**src/rtl/pvc_pkg.sv**
```systemverilog
// Package: shared types, field positions and selection-word decoding for the
// voltage command issuer. Assumes a 5-bit selection word per channel.
package pvc_pkg;

    localparam int SEL_W       = 5;
    localparam int SA_W        = 7;
    localparam int RA_W        = 8;
    localparam int DATA_W      = 8;
    localparam int BYP_D_LSB   = 0;
    localparam int BYP_RA_LSB  = 8;
    localparam int BYP_SA_LSB  = 16;
    localparam int BYP_GO_BIT  = 24;
    localparam int BYP_ERR_BIT = 25;

    typedef struct packed {
        logic own_cmd;
        logic cra_en;
        logic own_cra;
        logic own_vra;
        logic own_sa;
    } chan_sel_t;

    typedef enum logic [1:0] {
        PS_ON   = 2'd0,
        PS_ONLP = 2'd1,
        PS_RET  = 2'd2,
        PS_OFF  = 2'd3
    } pstate_e;

    // Turn a raw selection word into named choices for either layout.
    function automatic chan_sel_t decode_sel(input logic [SEL_W-1:0] w,
                                             input logic permuted);
        chan_sel_t s;
        s.own_sa = w[0];
        if (permuted) begin
            s.own_cmd = w[1];
            s.own_vra = w[2];
            s.own_cra = w[3];
            s.cra_en  = w[4];
        end else begin
            s.own_vra = w[1];
            s.own_cra = w[2];
            s.cra_en  = w[3];
            s.own_cmd = w[4];
        end
        return s;
    endfunction

    // Position of the enable bit for the given layout.
    function automatic logic [SEL_W-1:0] enable_mask(input logic permuted);
        return permuted ? 5'b10000 : 5'b01000;
    endfunction

endpackage

```
**src/rtl/pvc_chan_regs.sv**
```systemverilog
// Module: per-channel storage of selection word, addresses and command table.
// Occupies four word addresses starting at 4*CH_IDX; the fourth reads as 0.
// Assumes writes are single-cycle strobes; reads are combinational.
module pvc_chan_regs
    import pvc_pkg::*;
#(
    parameter int ADDR_W     = 5,
    parameter int CH_IDX     = 0,
    parameter bit IS_DEFAULT = 1'b0,
    parameter bit PERMUTED   = 1'b0
) (
    input  logic              clk,
    input  logic              rst_n,
    input  logic              wr_en,
    input  logic [ADDR_W-1:0] addr,
    input  logic [31:0]       wr_data,
    output logic [SEL_W-1:0]  sel_word,
    output logic [SA_W-1:0]   sa,
    output logic [RA_W-1:0]   vra,
    output logic [RA_W-1:0]   cra,
    output logic [31:0]       cmdval,
    output logic [31:0]       rd_data
);

    localparam logic [ADDR_W-1:0] A_SEL  = ADDR_W'(CH_IDX * 4);
    localparam logic [ADDR_W-1:0] A_ADR  = ADDR_W'(CH_IDX * 4 + 1);
    localparam logic [ADDR_W-1:0] A_CMD  = ADDR_W'(CH_IDX * 4 + 2);
    localparam logic [SEL_W-1:0]  KEEP   = IS_DEFAULT ? enable_mask(PERMUTED) : {SEL_W{1'b1}};

    logic unused_bits;
    assign unused_bits = ^{wr_data[31:24], wr_data[7]};

    // Selection word; the default channel keeps only its enable bit.
    always_ff @(posedge clk) begin
        if (!rst_n)
            sel_word <= '0;
        else if (wr_en && addr == A_SEL)
            sel_word <= wr_data[SEL_W-1:0] & KEEP;
    end

    // Slave, voltage register and command register addresses.
    always_ff @(posedge clk) begin
        if (!rst_n) begin
            sa  <= '0;
            vra <= '0;
            cra <= '0;
        end else if (wr_en && addr == A_ADR) begin
            sa  <= wr_data[SA_W-1:0];
            vra <= wr_data[15:8];
            cra <= wr_data[23:16];
        end
    end

    // Four voltage select codes, one per power state.
    always_ff @(posedge clk) begin
        if (!rst_n)
            cmdval <= '0;
        else if (wr_en && addr == A_CMD)
            cmdval <= wr_data;
    end

    // Readback of this channel's words, zero when not addressed.
    always_comb begin
        rd_data = '0;
        if (addr == A_SEL)
            rd_data = {27'd0, sel_word};
        else if (addr == A_ADR)
            rd_data = {8'd0, cra, vra, 1'b0, sa};
        else if (addr == A_CMD)
            rd_data = cmdval;
    end

endmodule

```
**src/rtl/pvc_sel_mux.sv**
```systemverilog
// Module: forms slave, register and data of a power-state transaction from
// the requested channel's selection word, falling back to the default
// channel's settings for every clear selection bit. Purely combinational.
module pvc_sel_mux
    import pvc_pkg::*;
#(
    parameter int NUM_CH      = 4,
    parameter int CH_W        = 2,
    parameter int DEFAULT_CH  = 0,
    parameter int PERMUTED_CH = 1
) (
    input  logic [SEL_W-1:0]  sel_word [NUM_CH],
    input  logic [SA_W-1:0]   sa       [NUM_CH],
    input  logic [RA_W-1:0]   vra      [NUM_CH],
    input  logic [RA_W-1:0]   cra      [NUM_CH],
    input  logic [31:0]       cmdval   [NUM_CH],
    input  logic [CH_W-1:0]   chan,
    input  logic [1:0]        state,
    output logic              chan_ok,
    output logic [SA_W-1:0]   out_sa,
    output logic [RA_W-1:0]   out_ra,
    output logic [DATA_W-1:0] out_data
);

    chan_sel_t   s;
    logic [31:0] tbl;
    logic [RA_W-1:0] vsel_ra, csel_ra;

    // Select the channel's fields and merge them with default-channel values.
    always_comb begin
        s        = '0;
        out_sa   = sa[DEFAULT_CH];
        vsel_ra  = vra[DEFAULT_CH];
        csel_ra  = cra[DEFAULT_CH];
        tbl      = cmdval[DEFAULT_CH];
        chan_ok  = 1'b0;
        for (int i = 0; i < NUM_CH; i++) begin
            if (chan == CH_W'(i)) begin
                chan_ok = 1'b1;
                s       = decode_sel(sel_word[i], i == PERMUTED_CH);
                if (s.own_sa)  out_sa  = sa[i];
                if (s.own_vra) vsel_ra = vra[i];
                if (s.own_cra) csel_ra = cra[i];
                if (s.own_cmd) tbl     = cmdval[i];
            end
        end
        out_ra = s.cra_en ? csel_ra : vsel_ra;
        case (pstate_e'(state))
            PS_ON:   out_data = tbl[7:0];
            PS_ONLP: out_data = tbl[15:8];
            PS_RET:  out_data = tbl[23:16];
            default: out_data = tbl[31:24];
        endcase
    end

endmodule

```
**src/rtl/pvc_seq.sv**
```systemverilog
// Module: bypass register and single-outstanding transaction sequencer.
// Assumes bus_ack / bus_nack are one-cycle pulses and only matter while a
// request is outstanding.
module pvc_seq
    import pvc_pkg::*;
(
    input  logic              clk,
    input  logic              rst_n,
    input  logic              byp_we,
    input  logic [31:0]       byp_wdata,
    input  logic              ps_ok,
    input  logic [SA_W-1:0]   ps_sa,
    input  logic [RA_W-1:0]   ps_ra,
    input  logic [DATA_W-1:0] ps_data,
    input  logic              bus_ack,
    input  logic              bus_nack,
    output logic              ps_grant,
    output logic              bus_req,
    output logic [SA_W-1:0]   bus_slave,
    output logic [RA_W-1:0]   bus_reg,
    output logic [DATA_W-1:0] bus_data,
    output logic [31:0]       byp_rdata,
    output logic              err_flag
);

    logic              busy_q, byp_own_q, err_q;
    logic [SA_W-1:0]   bsa_q;
    logic [RA_W-1:0]   bra_q;
    logic [DATA_W-1:0] bd_q;
    logic              idle, byp_store, byp_go, done;

    logic unused_bits;
    assign unused_bits = ^{byp_wdata[31:25], byp_wdata[23]};

    assign idle      = !busy_q;
    assign byp_store = byp_we && idle;
    assign byp_go    = byp_store && byp_wdata[BYP_GO_BIT];
    assign done      = busy_q && (bus_ack || bus_nack);
    assign ps_grant  = ps_ok && idle && !byp_go;

    // Stored bypass fields, frozen while a transaction is outstanding.
    always_ff @(posedge clk) begin
        if (!rst_n) begin
            bsa_q <= '0;
            bra_q <= '0;
            bd_q  <= '0;
        end else if (byp_store) begin
            bsa_q <= byp_wdata[BYP_SA_LSB +: SA_W];
            bra_q <= byp_wdata[BYP_RA_LSB +: RA_W];
            bd_q  <= byp_wdata[BYP_D_LSB  +: DATA_W];
        end
    end

    // Outstanding flag and its origin (bypass or power-state request).
    always_ff @(posedge clk) begin
        if (!rst_n) begin
            busy_q    <= 1'b0;
            byp_own_q <= 1'b0;
        end else if (byp_go || ps_grant) begin
            busy_q    <= 1'b1;
            byp_own_q <= byp_go;
        end else if (done) begin
            busy_q    <= 1'b0;
            byp_own_q <= 1'b0;
        end
    end

    // Transaction fields presented to the bus master.
    always_ff @(posedge clk) begin
        if (!rst_n) begin
            bus_slave <= '0;
            bus_reg   <= '0;
            bus_data  <= '0;
        end else if (byp_go) begin
            bus_slave <= byp_wdata[BYP_SA_LSB +: SA_W];
            bus_reg   <= byp_wdata[BYP_RA_LSB +: RA_W];
            bus_data  <= byp_wdata[BYP_D_LSB  +: DATA_W];
        end else if (ps_grant) begin
            bus_slave <= ps_sa;
            bus_reg   <= ps_ra;
            bus_data  <= ps_data;
        end
    end

    // Sticky no-acknowledge flag, cleared by the next launch.
    always_ff @(posedge clk) begin
        if (!rst_n)
            err_q <= 1'b0;
        else if (byp_go || ps_grant)
            err_q <= 1'b0;
        else if (done && bus_nack)
            err_q <= 1'b1;
    end

    assign bus_req  = busy_q;
    assign err_flag = err_q;

    // Bypass register readback image.
    always_comb begin
        byp_rdata = '0;
        byp_rdata[BYP_D_LSB  +: DATA_W] = bd_q;
        byp_rdata[BYP_RA_LSB +: RA_W]   = bra_q;
        byp_rdata[BYP_SA_LSB +: SA_W]   = bsa_q;
        byp_rdata[BYP_GO_BIT]           = busy_q && byp_own_q;
        byp_rdata[BYP_ERR_BIT]          = err_q;
    end

endmodule

```
**src/rtl/pvc_issuer.sv**
```systemverilog
// Module: top of the voltage command issuer. Holds per-channel regulator
// settings, forms power-state and bypass write transactions and hands them
// one at a time to an external serial-bus master. Assumes a single clock and
// synchronous active-low reset.
module pvc_issuer
    import pvc_pkg::*;
#(
    parameter int NUM_CH      = 4,
    parameter int DEFAULT_CH  = 0,
    parameter int PERMUTED_CH = 1,
    parameter int CH_W        = (NUM_CH > 1) ? $clog2(NUM_CH) : 1,
    parameter int ADDR_W      = $clog2(NUM_CH * 4 + 1)
) (
    input  logic              clk,
    input  logic              rst_n,
    input  logic              reg_we,
    input  logic [ADDR_W-1:0] reg_addr,
    input  logic [31:0]       reg_wdata,
    output logic [31:0]       reg_rdata,
    input  logic              ps_req,
    input  logic [CH_W-1:0]   ps_chan,
    input  logic [1:0]        ps_state,
    output logic              ps_grant,
    output logic              bus_req,
    output logic [6:0]        bus_slave,
    output logic [7:0]        bus_reg,
    output logic [7:0]        bus_data,
    input  logic              bus_ack,
    input  logic              bus_nack
);

    localparam logic [ADDR_W-1:0] BYP_ADDR    = ADDR_W'(NUM_CH * 4);
    localparam logic [SEL_W-1:0]  DEF_EN_MASK = enable_mask(DEFAULT_CH == PERMUTED_CH);

    logic [SEL_W-1:0] sel_word [NUM_CH];
    logic [SA_W-1:0]  sa_a     [NUM_CH];
    logic [RA_W-1:0]  vra_a    [NUM_CH];
    logic [RA_W-1:0]  cra_a    [NUM_CH];
    logic [31:0]      cmd_a    [NUM_CH];
    logic [31:0]      rd_a     [NUM_CH];
    logic [31:0]      byp_rdata;
    logic [SEL_W-1:0] def_cfg_word;
    logic             chan_ok, err_flag;
    logic [SA_W-1:0]  m_sa;
    logic [RA_W-1:0]  m_ra;
    logic [DATA_W-1:0] m_data;

    genvar g;
    generate
        for (g = 0; g < NUM_CH; g++) begin : g_ch
            pvc_chan_regs #(
                .ADDR_W    (ADDR_W),
                .CH_IDX    (g),
                .IS_DEFAULT(g == DEFAULT_CH),
                .PERMUTED  (g == PERMUTED_CH)
            ) u_regs (
                .clk     (clk),
                .rst_n   (rst_n),
                .wr_en   (reg_we),
                .addr    (reg_addr),
                .wr_data (reg_wdata),
                .sel_word(sel_word[g]),
                .sa      (sa_a[g]),
                .vra     (vra_a[g]),
                .cra     (cra_a[g]),
                .cmdval  (cmd_a[g]),
                .rd_data (rd_a[g])
            );
        end
    endgenerate

    assign def_cfg_word = sel_word[DEFAULT_CH];

    pvc_sel_mux #(
        .NUM_CH     (NUM_CH),
        .CH_W       (CH_W),
        .DEFAULT_CH (DEFAULT_CH),
        .PERMUTED_CH(PERMUTED_CH)
    ) u_mux (
        .sel_word(sel_word),
        .sa      (sa_a),
        .vra     (vra_a),
        .cra     (cra_a),
        .cmdval  (cmd_a),
        .chan    (ps_chan),
        .state   (ps_state),
        .chan_ok (chan_ok),
        .out_sa  (m_sa),
        .out_ra  (m_ra),
        .out_data(m_data)
    );

    pvc_seq u_seq (
        .clk      (clk),
        .rst_n    (rst_n),
        .byp_we   (reg_we && reg_addr == BYP_ADDR),
        .byp_wdata(reg_wdata),
        .ps_ok    (ps_req && chan_ok),
        .ps_sa    (m_sa),
        .ps_ra    (m_ra),
        .ps_data  (m_data),
        .bus_ack  (bus_ack),
        .bus_nack (bus_nack),
        .ps_grant (ps_grant),
        .bus_req  (bus_req),
        .bus_slave(bus_slave),
        .bus_reg  (bus_reg),
        .bus_data (bus_data),
        .byp_rdata(byp_rdata),
        .err_flag (err_flag)
    );

    // Read mux: bypass register or the OR of the channel readbacks.
    always_comb begin
        reg_rdata = '0;
        if (reg_addr == BYP_ADDR)
            reg_rdata = byp_rdata;
        else
            for (int i = 0; i < NUM_CH; i++)
                reg_rdata = reg_rdata | rd_a[i];
    end

endmodule

```
**config.mk**
```make
export PLATFORM = sky130hd
export DESIGN_NAME = pvc_issuer
export DESIGN_NICKNAME = d
export VERILOG_FILES = /design/src/rtl/pvc_pkg.sv /design/src/rtl/pvc_chan_regs.sv /design/src/rtl/pvc_sel_mux.sv /design/src/rtl/pvc_seq.sv /design/src/rtl/pvc_issuer.sv
export SDC_FILE = /design/constraint.sdc
export NUM_CORES = 1
export LEC_CHECK = 0
export BUFFER_PORTS_ARGS = -buffer_cell sky130_fd_sc_hd__buf_2
export CAP_MARGIN = 10
export CORE_UTILIZATION = 24
export CTS_CLUSTER_SIZE = 20
export DETAILED_ROUTE_END_ITERATION = 8
export GPL_TIMING_DRIVEN = 0
export PLACE_DENSITY = 0.42
export RECOVER_POWER = 25
export SLEW_MARGIN = 0
export SYNTH_ARGS = -nofsm -noshare
export SYNTH_HDL_FRONTEND = slang
export SYNTH_HIERARCHICAL = 1
export SYNTH_SLANG_ARGS = --single-unit
```
**constraint.sdc**
```tcl
create_clock -name clk -period 5.95 [get_ports clk]
set_clock_uncertainty 0.2 [all_clocks]
set_input_delay 0.8925 -clock clk [delete_from_list [all_inputs] [get_ports clk]]
set_output_delay 0.8925 -clock clk [all_outputs]
set_load 0.05 [all_outputs]
```
==> results.toml, run 1 <==
[critical_path]
cpMaxStageDelayCell = "clkbuf_1"
rrSetupSlack_ns = 3.07
cp-start-kind = "primary input"
arrival_ns = 3.86
r2r_start = "g_ch[2].u_regs/sel_word[4]"
r2r-end = "u_seq/bus_data[2]"
critPathMaxStageDelay_ns = 0.62
critPathKind = "primary input to output pin"
crit_chain = "clkbuf_1 > clkbuf_1 > nor3b_4 > buf_6 > a22o_2 > or4_1 > mux2_2 > buf_2"
r2r_cells = 11
worstPathMaxFanout = 15
critPathCaptureType = "output pin"
cp_common_cell = "clkbuf_1"
cp.required_ns = 4.86
cp-startpoint = "reg_addr[1]"

[detailed_routing]
vias = 14500
ant_nets = 0
dr.pass1.iters = 5
drt_iter0_drc = 1192
drcViolationCount = 0
wirelength_um = 72700
avgViaCountPerCell = 5.13
wl_per_cell_um = 25.7

[die]
fp-row-count = 93
die_h_um = 258
die_x_um = 258
io_pins = 104
initial_core_util_pct = 24.4
core_area_sq_um = 64700
die-area_sq_um = 66700

[synth]
synth_warnings = 6
syn-mean-instance-area_sq_um = 8.72
netlist_area_sq_um = 15800
netlist_instances = 1807

[timing]
setup-violations-final = 0
worstMarginPinSlew_ns = 0.998
finalCriticalPeriod_ns = 4.95
fin_tns_setup_ns = 0
fmax_ghz = 0.202
hold_viol = 0
slew-limit-headroom_pct = 33.4
drv_slew = 0
post-route-period-util_pct = 83.2
rsz0062_at_grt = "false"

[power]
leakagePower_nw = 7.42
swShare_pct = 25.9
clockPowerShare_pct = 48.6
power_density_nw_per_um2 = 243
power.switching_mw = 1.16
power_frac_comb_pct = 7.9
internal_power_mw = 3.31
seqPwrFrac_pct = 43.5
ir_worst_vdd_v = 0.000159
total_power_mw = 4.47

[place]
dpl.hpwl_um = 58400
dpl_cell_area_sq_um = 17400
io_buffers = 101
place_congestion = 0.937

[global_route]
grt_start_max_net_pins = 16
grt.met1_usage_pct = 29.0
grt_pass1_wl_um = 103000
overflow = 0
use_met3_pct = 3.02
busiest_layer = "met2"
antenna_found_initial = 2
grt_pass1_vias = 14100
track_usage_pct = 21.4
use_met2_pct = 34.9

[final_layout]
nNetsFinal = 1998
final_common_cell = "nand2_1"
largest_reg_flops = 128
top_regs = "g_ch.u_regs/cmdval x128, g_ch.u_regs/cra x32, g_ch.u_regs/vra x32"
fill_cells = 7032
finalInstanceArea_sq_um = 18400
layout-drive-gt1-share_pct = 15.5
area_delta_synth_final_pct = 16.6
mostFrequentLayoutCells = "446 x nand2_1, 285 x dfxtp_1, 281 x mux2i_1"
largest_register = "g_ch.u_regs/cmdval"

[worst_hold_path]
whs_path_depth = 2
hold_path_startpoint = "u_seq/bd_q[0]"
min_to = "u_seq/bd_q[0]"
hold_class = "flip-flop to flip-flop"

[clock_network]
clockRootBuffer = "clkbuf_16"
cts_sinks = 285
cts.clk_slew.worst_paths_ns = 0.05
cts_tree = "yes"
numCtsBuffers = 35
clk_latency_ns = 0.56
hold_buffers = 0
post_cts_resized = 0
cts_setup_buffers = 0
cts_htree_levels = 2
cts_buffer_depth = 3

[status]
status = "finished clean"

[run]
max_cap_violations = 0
==> critical path, delay by kind of cell <==
kind | cells | cell delay, ns
buffers and inverters | 4 | 1.61
AND/OR/NAND/NOR | 2 | 0.82
multiplexers | 1 | 0.32
AO/OA/AOI/OAI | 1 | 0.20
==> metal layers <==
metal	part of all wire, %	up-vias
met3	6.3	85
met2	46	583
met1	45	7122
met4	2.7	2
li1	-	6744
met5	0.018	-
==> final cells by class <==
class	instances	area, sq um	share of cell area (%)
multi-input combinational	1358	8980	48.9
clock inverter	9	70.1	0.381
buffer	168	965	5.25
tap	855	1070	5.82
inverter	2	7.51	0.0408
antenna	1	2.50	0.0136
timing repair buffer	101	503	2.74
sequential	285	5710	31.0
clock buffer	53	1080	5.86
==> power by group through the flow <==
stage	clock (mW)	combinational, mW	sequential, mW
finish	2.17	0.355	1.94
floorplan	0	0.186	1.99
global placement	0	0.354	1.98
global route	2.30	0.376	1.94
CTS	2.22	0.357	1.94
detailed placement	0	0.356	1.98
==> stage by stage <==
| step | utilization [%] | hold WS (ns) | worst slack (ns) | cells |
|---|---|---|---|---|
| 2_1_floorplan | - | 0.240 | 2.17 | 1813 |
| 3_3_place_gp | 26.8 | 0.248 | 1.23 | 2769 |
| 3_5_place_dp | 26.8 | 0.257 | 1.20 | 2769 |
| 4_1_cts | 28.6 | 0.265 | 1.21 | 2831 |
| 5_1_grt | 28.4 | 0.282 | 0.878 | 2831 |
| 6_report | 28.4 | 0.264 | 1.00 | 2832 |
==> how the worst max path moves through the flow <==
stage / endpoint / slack (ns) / cells after the start
4_1_cts: ps_grant / 1.21 / 10
2_1_floorplan: reg_rdata[10] / 2.17 / 8
6_report: reg_rdata[16] / 1.00 / 8
5_1_grt: ps_grant / 0.88 / 9
3_3_place_gp: ps_grant / 1.23 / 10
3_5_place_dp: ps_grant / 1.20 / 10
Power figures use the tool's default switching activity.
==> run 2, diff against run 1 <==
- clock period: 5.95 -> 4.75 ns (I/O delays scaled with it)
==> results.toml, run 2 (synthesized netlist as in run 1, its figures left out) <==
[status]
status = "finished clean"

[critical_path]
cp-start-kind = "primary input"
cp-startpoint = "reg_addr[2]"
r2r_cells = 11
r2r-end = "u_seq/bus_data[2]"
arrival_ns = 3.60
rrSetupSlack_ns = 1.87
r2r_start = "g_ch[2].u_regs/sel_word[4]"
cp.required_ns = 3.84
critPathKind = "primary input to output pin"
critPathCaptureType = "output pin"
worstPathMaxFanout = 10

[clock_network]
cts_buffer_depth = 3
cts_setup_buffers = 0
cts_htree_levels = 2
cts_sinks = 285
cts.clk_slew.worst_paths_ns = 0.05
hold_buffers = 0
post_cts_resized = 0
clk_latency_ns = 0.56
clockRootBuffer = "clkbuf_16"
numCtsBuffers = 35
cts_tree = "yes"

[die]
initial_core_util_pct = 24.4
fp-row-count = 93
die_h_um = 258
die_x_um = 258
die-area_sq_um = 66700
io_pins = 104
core_area_sq_um = 64700

[power]
swShare_pct = 25.9
ir_worst_vdd_v = 0.000199
power.switching_mw = 1.45
power_density_nw_per_um2 = 305
power_frac_comb_pct = 7.9
clockPowerShare_pct = 48.6
leakagePower_nw = 7.40
seqPwrFrac_pct = 43.5
internal_power_mw = 4.14

[global_route]
overflow = 0
antenna_found_initial = 2
track_usage_pct = 21.4
grt_pass1_vias = 14100
grt_start_max_net_pins = 16
grt_pass1_wl_um = 103000

[detailed_routing]
drt_iter0_drc = 1263
dr.pass1.iters = 5
avgViaCountPerCell = 5.12
drcViolationCount = 0
wirelength_um = 72700
ant_nets = 0
vias = 14500
wl_per_cell_um = 25.7

[run]
max_cap_violations = 0

[final_layout]
regArea_sq_um = 5710
finalInstanceArea_sq_um = 18300
final_common_cell = "nand2_1"
largest_reg_flops = 128
mostFrequentLayoutCells = "446 x nand2_1, 285 x dfxtp_1, 281 x mux2i_1"
area_delta_synth_final_pct = 16.4
fill_cells = 7032
layout-drive-gt1-share_pct = 15.4
largest_register = "g_ch.u_regs/cmdval"
top_regs = "g_ch.u_regs/cmdval x128, g_ch.u_regs/cra x32, g_ch.u_regs/vra x32"
multi_input_area_sq_um = 8950
nNetsFinal = 1998

[timing]
fmax_ghz = 0.222
drv_slew = 0
worstMarginPinSlew_ns = 1.00
setup-violations-final = 0
fin_tns_setup_ns = 0
post-route-period-util_pct = 95.0
rsz0062_at_grt = "false"
finalCriticalPeriod_ns = 4.51
hold_viol = 0
slew-limit-headroom_pct = 33.1

[place]
dpl_cell_area_sq_um = 17400
dpl.hpwl_um = 58400
place_congestion = 0.937
io_buffers = 101

[worst_hold_path]
hold_class = "flip-flop to flip-flop"
min_to = "u_seq/bd_q[0]"
hold_path_startpoint = "u_seq/bd_q[0]"
whs_path_depth = 2
==> run 2: changes by cell type in the layout (fill, tap and decap cells not counted) <==
cell	before	now
nor4bb_1	0	1
nor4bb_4	1	0
clkbuf_1	90	89
nand3b_4	1	0
nand3b_1	10	11
buf_2	138	140
buf_6	24	23
==> run 2: power groups by stage <==
stage	Clock, mW	Sequential, mW	Combinational [mW]
2_1_floorplan	0	2.49	0.233
3_3_place_gp	0	2.48	0.444
3_5_place_dp	0	2.48	0.446
4_1_cts	2.79	2.43	0.447
5_1_grt	2.88	2.43	0.468
6_report	2.72	2.43	0.441
==> run 2: layer usage <==
layer	global-route usage (%)	vias to the layer above	wire length (um)
li1	-	6750	-
met4	6.49	2	2040
met3	3.02	87	4070
met2	34.9	532	33200
met1	29.0	7135	33400
met5	0	-	13
==> run 2: layout make-up <==
cell class / count / share of cell area (%)
sequential: 285 / 31.1
clock buffer: 53 / 5.87
timing repair buffer: 101 / 2.75
buffer: 168 / 5.22
inverter: 2 / 0.0409
multi-input combinational: 1358 / 48.8
clock inverter: 9 / 0.382
tap: 855 / 5.83
antenna: 1 / 0.0136
==> run 2: how the worst max path moves through the flow <==
stage	endpoint	slack (ns)	cells past startpoint
2_1_floorplan	reg_rdata[10]	1.33	8
3_3_place_gp	ps_grant	0.39	10
3_5_place_dp	ps_grant	0.36	10
4_1_cts	ps_grant	0.37	10
5_1_grt	reg_rdata[5]	0.19	8
6_report	reg_rdata[22]	0.24	8
==> run 2: through the flow <==
stage / worst slack, ns / total power [mW] / instances / hold WS (ns) / utilization, %
final: 0.238 / 5.59 / 2832 / 0.264 / 28.4
after global routing: 0.192 / 5.78 / 2831 / 0.271 / 28.4
after CTS: 0.367 / 5.66 / 2831 / 0.250 / 28.6
after detailed placement: 0.365 / 2.93 / 2769 / 0.257 / 26.8
after global placement: 0.395 / 2.93 / 2769 / 0.248 / 26.8
after floorplan: 1.33 / 2.72 / 1813 / 0.240 / -
==> run 2: critical path, cell delays in order <==
cell and delay (ns):
clkbuf_1 0.52, nor4_1 0.17, and2_0 0.33, clkbuf_1 0.35, a22o_1 0.36, or4_1 0.61, mux2_2 0.32, buf_2 0.21
==> run 3, diff against run 2 <==
- CORE_UTILIZATION: 24 -> 50
- PLACE_DENSITY: 0.42 -> 0.71
==> results.toml, run 3 (synthesized netlist as in run 1, its figures left out) <==
[status]
status = "complete, but fails checks"
violations = "design-rule violations"

[final_layout]
multi_input_area_sq_um = 8970
top_regs = "g_ch.u_regs/cmdval x128, g_ch.u_regs/cra x32, g_ch.u_regs/vra x32"
largest_register = "g_ch.u_regs/cmdval"
regArea_sq_um = 5710
final_common_cell = "nand2_1"
fin_cells = 2375
fill_cells = 2842
layout-drive-gt1-share_pct = 15.4
largest_reg_flops = 128
nNetsFinal = 1998
area_delta_synth_final_pct = 13.3
mostFrequentLayoutCells = "446 x nand2_1, 285 x dfxtp_1, 281 x mux2i_1"

[timing]
hold_viol = 0
finalCriticalPeriod_ns = 4.55
fin_tns_setup_ns = 0
drv_slew = 0
setup_ws_ns = 0.204
fmax_ghz = 0.220
worstMarginPinSlew_ns = 1.12
rsz0062_at_grt = "false"
post-route-period-util_pct = 95.7
slew-limit-headroom_pct = 25.3
setup-violations-final = 0

[power]
power.switching_mw = 1.42
clockPowerShare_pct = 49.4
ir_worst_vdd_v = 0.000316
power_frac_comb_pct = 7.8
seqPwrFrac_pct = 42.8
internal_power_mw = 4.25
power_density_nw_per_um2 = 318
swShare_pct = 25.1
leakagePower_nw = 7.42

[critical_path]
critPathMaxStageDelay_ns = 0.66
worstPathMaxFanout = 10
cpMaxStageDelayCell = "or4_1"
cp-start-kind = "primary input"
critPathCaptureType = "output pin"
cp.buffers_inverters = 5
critical-path-top-delay-family = "buffers and inverters"
cp.required_ns = 3.84
arrival_ns = 3.63
critPathKind = "primary input to output pin"
crit_chain = "clkbuf_1 > clkbuf_1 > nor4b_1 > and2_1 > buf_2 > buf_4 > a22o_2 > or4_1 > mux2_2 > buf_2"

[global_route]
antenna_found_initial = 3
grt_pass1_wl_um = 94000
grt_start_max_net_pins = 16
track_usage_pct = 39.0
grt_pass1_vias = 14400
overflow = 0

[clock_network]
cts_buffer_depth = 3
cts.clk_slew.worst_paths_ns = 0.06
cts_setup_buffers = 0
hold_buffers = 0
cts_sinks = 285
numCtsBuffers = 35
clk_latency_ns = 0.52
post_cts_resized = 0
cts_tree = "yes"
clockRootBuffer = "clkbuf_16"
cts_htree_levels = 2

[place]
io_buffers = 101
place_inst = 2310
pre_cts_slack_ns = 0.326
dpl.hpwl_um = 48900
place_congestion = 1.03

[die]
die_x_um = 180
initial_core_util_pct = 51.1
die-area_sq_um = 32200
io_pins = 104
core_area_sq_um = 30800
fp-row-count = 64
die_h_um = 180

[detailed_routing]
dr.pass1.iters = 8
wl_per_cell_um = 27.2
vias = 15300
drcViolationCount = 2
wirelength_um = 64500
drt_iter0_drc = 1990
avgViaCountPerCell = 6.44
ant_nets = 0

[run]
max_cap_violations = 0

[worst_hold_path]
hold_class = "flip-flop to flip-flop"
run 3: cell types whose count changed in the layout (fill, tap and decap cells not counted), sizes merged:
cell / before / now
buf: 186 / 182
bufinv: 1 / 5
inv: 2 / 3
clkinvlp: 0 / 2
diode: 1 / 3
clkbuf: 136 / 133
run 3: worst paths after layout:
path,start,to,slack [ns],depth (start not counted)
setup / recovery,reg_addr[0],reg_rdata[15],0.20,10
hold / removal,u_seq/bd_q[2],u_seq/bd_q[2],0.26,2
setup reg to reg,g_ch[1].u_regs/sel_word[1],u_seq/bus_data[6],1.88,10
hold reg to reg,u_seq/bd_q[2],u_seq/bd_q[2],0.26,2
run 3: per-stage QoR:
stage                     area (sq um)  hold slack (ns)  util (%)  power, mW
after detailed placement         16800            0.256      54.4       2.91
after global routing             17800            0.277      57.9       5.81
final                            17800            0.262      57.9       5.68
after global placement           16800            0.249      54.4       2.91
after floorplan                  15800            0.240         -       2.72
after CTS                        18000            0.263      58.3       5.68
run 3: metal layers:
metal	track usage, %	part of all wire, %	up-vias
met5	0	0.020	-
met4	18.4	4.7	2
met3	10.3	13	201
met2	59.4	43	1024
met1	51.5	40	7312
li1	-	-	6750
run 3: power groups by stage:
stage | logic [mW] | registers (mW) | clock network [mW]
final | 0.444 | 2.43 | 2.80
after global routing | 0.456 | 2.43 | 2.93
after CTS | 0.431 | 2.43 | 2.82
after detailed placement | 0.430 | 2.48 | 0
after global placement | 0.425 | 2.48 | 0
after floorplan | 0.233 | 2.49 | 0
run 3: worst register-to-register path: stages (launching register included):
cell and delay [ns]:
dfxtp_1 0.49, nor2b_1 0.17, buf_2 0.21, buf_2 0.29
o22ai_1 0.11, o21ai_0 0.44, o211ai_1 0.21, a31oi_1 0.29
a31oi_1 0.12, o2bb2ai_1 0.16, and2_1 0.13
run 3: layout make-up:
type                            instances  share of cell area, %
Multi-Input combinational cell       1358                   50.2
Sequential cell                       285                   32.0
Clock buffer                           46                   5.47
Buffer                                168                   5.42
Timing Repair Buffer                  101                   2.80
Tap cell                              396                   2.78
Clock inverter                         16                   1.24
Inverter                                2                 0.0421
Antenna cell                            3                 0.0421
